===== config.mk =====
export PLATFORM = sky130hd
export DESIGN_NAME = burst_seq
export DESIGN_NICKNAME = d
export VERILOG_FILES = /design/src/rtl/burst_seq_pkg.sv /design/src/rtl/burst_strobe_dec.sv /design/src/rtl/burst_ctr.sv /design/src/rtl/burst_seq.sv
export SDC_FILE = /design/constraint.sdc
export NUM_CORES = 1
export LEC_CHECK = 0
export ABC_AREA = 1
export CORE_MARGIN = 1
export CORE_UTILIZATION = 35
export DETAILED_ROUTE_END_ITERATION = 10
export PLACE_DENSITY = 0.69
export SLEW_MARGIN = 20
export SYNTH_ARGS = -nofsm -noshare
export SYNTH_HDL_FRONTEND = slang
export SYNTH_HIERARCHICAL = 1
export SYNTH_SLANG_ARGS = --single-unit

===== constraint.sdc =====
create_clock -name clk_i -period 2.01 [get_ports clk_i]
set_clock_uncertainty 0.2 [all_clocks]
set_input_delay 0.603 -clock clk_i [delete_from_list [all_inputs] [get_ports clk_i]]
set_output_delay 0.603 -clock clk_i [all_outputs]
set_load 0.01 [all_outputs]

===== src/rtl/burst_seq_pkg.sv =====
package burst_seq_pkg;
  typedef enum logic {ORD_LINEAR = 1'b0, ORD_INTERLEAVE = 1'b1} burst_ord_e;

  function automatic logic [1:0] burst_offset(input logic [1:0] start, input logic [1:0] beat,
                                              input burst_ord_e ord);
    return (ord == ORD_INTERLEAVE) ? (start ^ beat) : (start + beat);
  endfunction
endpackage


===== src/rtl/burst_strobe_dec.sv =====
module burst_strobe_dec (
  input  logic proc_strb_ni,
  input  logic ctrl_strb_ni,
  input  logic cs1_ni,
  input  logic cs2_i,
  input  logic cs2_ni,
  output logic start_o,
  output logic ctrl_start_o,
  output logic sel_o
);
  logic proc_act;
  // processor strobe is blocked by cs1 high
  assign proc_act     = ~proc_strb_ni & ~cs1_ni;
  assign ctrl_start_o = ~ctrl_strb_ni & ~proc_act;
  assign start_o      = proc_act | ctrl_start_o;
  assign sel_o        = ~cs1_ni & cs2_i & ~cs2_ni;
endmodule


===== src/rtl/burst_ctr.sv =====
module burst_ctr
  import burst_seq_pkg::*;
#(
  parameter int AW = 17
) (
  input  logic          clk_i,
  input  logic          rst_ni,
  input  logic          load_i,
  input  logic          step_i,
  input  logic [AW-1:0] base_i,
  input  logic          mode_i,
  output logic [AW-1:0] addr_o
);
  logic [AW-1:0] base_q;
  logic [1:0]    beat_q;

  always_ff @(posedge clk_i or negedge rst_ni) begin
    if (!rst_ni) begin
      base_q <= '0;
      beat_q <= '0;
    end else if (load_i) begin
      base_q <= base_i;
      beat_q <= '0;
    end else if (step_i) begin
      beat_q <= beat_q + 2'd1;
    end
  end

  assign addr_o = {base_q[AW-1:2], burst_offset(base_q[1:0], beat_q, burst_ord_e'(mode_i))};
endmodule


===== src/rtl/burst_seq.sv =====
module burst_seq #(
  parameter int AW = 17
) (
  input  logic          clk_i,
  input  logic          rst_ni,
  input  logic [AW-1:0] addr_i,
  input  logic          proc_strb_ni,
  input  logic          ctrl_strb_ni,
  input  logic          adv_ni,
  input  logic          cs1_ni,
  input  logic          cs2_i,
  input  logic          cs2_ni,
  input  logic          wr_ni,
  input  logic          ilv_mode_i,
  output logic [AW-1:0] word_addr_o,
  output logic          acc_vld_o,
  output logic          wr_o,
  output logic          desel_o
);
  logic start, ctrl_start, sel;
  logic active_q, wr_q;

  burst_strobe_dec u_dec (
    .proc_strb_ni (proc_strb_ni),
    .ctrl_strb_ni (ctrl_strb_ni),
    .cs1_ni       (cs1_ni),
    .cs2_i        (cs2_i),
    .cs2_ni       (cs2_ni),
    .start_o      (start),
    .ctrl_start_o (ctrl_start),
    .sel_o        (sel)
  );

  burst_ctr #(.AW(AW)) u_ctr (
    .clk_i  (clk_i),
    .rst_ni (rst_ni),
    .load_i (start & sel),
    .step_i (~start & active_q & ~adv_ni),
    .base_i (addr_i),
    .mode_i (ilv_mode_i),
    .addr_o (word_addr_o)
  );

  always_ff @(posedge clk_i or negedge rst_ni) begin
    if (!rst_ni) begin
      active_q <= 1'b0;
      wr_q     <= 1'b0;
    end else if (start) begin
      active_q <= sel;
      wr_q     <= sel & ctrl_start & ~wr_ni;
    end else if (active_q) begin
      wr_q <= wr_q | ~wr_ni;
    end
  end

  assign acc_vld_o = active_q;
  assign wr_o      = wr_q;
  assign desel_o   = ~active_q;
endmodule


==> run_results.csv <==
group,metric,value,unit
cts,clk_pin_slew,0.12,ns
timing,drv_slew,0,
cts,htreeDepth,1,
global_routing,grtUsageTotal,0.149,
power,intPower,0.756,mW
logic_synthesis,synthSimpleGateAreaFrac,0.290,
finish,fin_cells,204,
critical_path,crit_type,"flip-flop to primary output",
logic_synthesis,yosysTopAreaCell,"dfrtp_1",
timing,rsz0062_at_grt,"yes",
drt,drc_errors,3,
floorplanning,pin_count,47,
timing,worst_slack,-0.0535,ns
logic_synthesis,synth_cells,132,
global_routing,grt_pass1_vias,904,
placed_design,post-place-ws,-0.618,ns
floorplanning,die_area,3290,µm²
floorplanning,die_w,57.4,µm
placed_design,place_inst,196,
logic_synthesis,async_flop_share,1.00,
cts,clock_latency,0.29,ns
drt,final_antenna_net_count,0,
critical_path,crit_arrival,1.26,ns
finish,syn2layout_area_growth,40.6,%
power,pwr-share-seq,0.500,
finish,drive_gt1_frac,0.162,
floorplanning,die_h,57.4,µm
placed_design,dp_hpwl,1670,µm
worst_hold_path,worstHoldPathType,"flip-flop to flip-flop",
power,comb_power_share,0.313,
critical_path,slowest_delay,0.39,ns
critical_path,critical_path_buf_inv_count,3,
critical_path,cp_cell_sequence,"ha_2 -> inv_1 -> nor2_1 -> nand3_1 -> nand2_1 -> inv_1 -> buf_2",
outcome,status,"finished with violations",
cts,cts_tree,"done",
power,power-per-cell-area,712,nW/µm²
critical_path,startpoint_type,"flip-flop",
placed_design,portBuffers,46,
cts,clk_path_buf_depth,2,
critical_path,path_delay_family,"flip-flops",
timing,setup_viol,1,
power,leakage,0.875,nW
critical_path,reg2reg_setup_slack,0.73,ns
cts,cts_root_buf,"clkbuf_4",
logic_synthesis,ys_seq_area_frac,0.490,
logic_synthesis,synth_edf_count,0,
logic_synthesis,netlist_area,1070,µm²
timing,post-route-period-util,1.03,
logic_synthesis,synthAdderAreaFrac,0.0117,
drt,firstDrtPassIters,7,
global_routing,grt_pass1_wl,3790,µm
floorplanning,num_rows,19,
logic_synthesis,synth_fp_nets,160,
timing,hold_viol_final,0,
logic_synthesis,synth_mux_area_frac,0,
logic_synthesis,synthTopCellsByArea,"dfrtp_1, nand2_1, buf_4",
power,ir_worst_vdd,0.305,mV
cts,clock-sinks,21,
logic_synthesis,ys_top_cells_by_count,"nand2_1, dfrtp_1, buf_4",
power,p_clk_frac,0.186,
drt,wl_per_cell,10.7,µm
cts,cts_buffers,3,
flow_run,maxCapViolCount,0,
placed_design,gp_congestion,0.663,
drt,vias_per_cell,4.46,
drt,vias,910,
logic_synthesis,ys_seq_elements,21,
critical_path,crit_path_end_kind,"primary output",
floorplanning,start_util,0.379,
cts,cts_hold_buf,0,
logic_synthesis,synth_xor_area_frac,0,
global_routing,overflow,0,
power,netSwitchingPower,0.319,mW
drt,wirelength,2180,µm
logic_synthesis,synth-compound-area-share,0.0186,
global_routing,grt_max_degree,22,
timing,fin_crit,2.06,ns
timing,worstMarginPinSlew,0.266,ns
finish,nNetsFinal,202,
critical_path,crit_top_cell,"inv_1",
floorplanning,core-area,2830,µm²
logic_synthesis,yosysWarnings,6,
logic_synthesis,synth.most_common_cell,"nand2_1",
logic_synthesis,synth_flop_cell,"dfrtp_1",
global_routing,antenna_found_initial,0,
logic_synthesis,synth.distinct_cells,17,
critical_path,cp.required,1.21,ns
finish,nFillCells,276,
outcome,violations,"DRC, setup timing",
drt,drt_iter0_drc,26,
logic_synthesis,synth_top_cell_area_share,0.490,
power,swShare,0.297,
timing,max_freq,485,MHz
finish,diodes,0,
logic_synthesis,avgSynthCellArea,8.13,µm²
logic_synthesis,synth_top_family_by_area,"simple AND/OR/NAND/NOR gates",
critical_path,crit_fanout,2,
timing,slew-limit-headroom,0.822,
critical_path,cp_slowest_cell,"dfrtp_1",
-- area by class of cell --
class	count	area [µm²]	share of cell area
Clock inverter	1	5.00	0.00332
Inverter	13	57.6	0.0381
Tap cell	31	38.8	0.0257
Timing Repair Buffer	55	513	0.340
Multi-Input combinational cell	80	347	0.230
Sequential cell	21	526	0.348
Clock buffer	3	22.5	0.0149
-- timing repair --
item / 4_1_cts / 5_1_grt
endpoints found under the setup margin: 15 / 6
resized for setup: 23 / 5
pin swaps: 1 / 2
setup buffers: 4 / 0
-- per-layer routing --
layer / up-vias / global-route usage / routed length (µm)
met3: 2 / 0.0385 / 179
met2: 36 / 0.266 / 1060
met4: 0 / 0.0523 / 10
li1: 460 / - / -
met1: 412 / 0.171 / 928
met5: - / 0 / 0
-- tightest hold or removal path, delay by kind of cell, from the launching register on --
kind	cells	cell delay (ns)
simple gates	2	0.10
flops	1	0.36
-- registers in the layout (all words and copies together), names as in the netlist --
name / flops
u_ctr/base_q: 17
acc_vld_o: 1
wr_o: 1
u_ctr/beat_q: 2
-- cells by family (layout without fill, tap and decap cells) --
kind of cell               count (synthesis)  after routing
AOI/OAI and AO/OA                          4              4
adders and majority gates                  1              1
buffers and inverters                     31             72
DFF                                       21             21
and+or+nand+nor                           75             75
-- power by group through the flow --
stage / combinational, mW / clock (mW) / sequential, mW
after floorplan: 0.225 / 0 / 0.541
after global placement: 0.362 / 0 / 0.547
after detailed placement: 0.370 / 0 / 0.551
after CTS: 0.347 / 0.205 / 0.540
after global routing: 0.378 / 0.235 / 0.550
final: 0.337 / 0.200 / 0.538
-- cells in the final DEF, fill, tap and decap left out --
cell,count
nand2_1,55
clkdlybuf4s50_1,25
dfrtp_1,21
dlygate4sd2_1,14
inv_1,10
buf_4,9
nor2_1,8
nand2_2,7
dlymetal6s2s_1,5
nand3_1,3
clkbuf_4,3
o21ai_0,3
clkinv_2,2
buf_2,2
inv_2,1
nand3_2,1
inv_8,1
ha_2,1
o21ai_1,1
nor2_2,1
-- path summary, 6_finish.rpt --
path                                              from                           end  cells after the start
setup reg to reg                 acc_vld_o$_DFFE_PN0P_   u_ctr/beat_q[1]$_DFFE_PN0P_                      6
hold reg to reg            u_ctr/base_q[4]$_DFFE_PN0P_   u_ctr/base_q[4]$_DFFE_PN0P_                      2
min in group asynchronous                       rst_ni  u_ctr/base_q[10]$_DFFE_PN0P_                      2
hold / removal             u_ctr/base_q[4]$_DFFE_PN0P_   u_ctr/base_q[4]$_DFFE_PN0P_                      2
max in group asynchronous                       rst_ni  u_ctr/base_q[13]$_DFFE_PN0P_                      2
setup / recovery           u_ctr/base_q[0]$_DFFE_PN0P_                word_addr_o[1]                      7
-- through the flow --
step | total power [mW] | utilization | instance area [µm²] | TNS (ns) | hold WS [ns]
after floorplan | 0.766 | - | 1070 | 0 | 0.107
after detailed placement | 0.921 | 0.517 | 1460 | -2.11 | 0.263
after global routing | 1.16 | 0.533 | 1510 | -0.173 | 0.314
after global placement | 0.909 | 0.517 | 1460 | -1.51 | 0.254
final | 1.07 | 0.533 | 1510 | -0.0535 | 0.283
after CTS | 1.09 | 0.529 | 1500 | -0.0486 | 0.290
No activity file was read; power rests on OpenSTA's default activity.
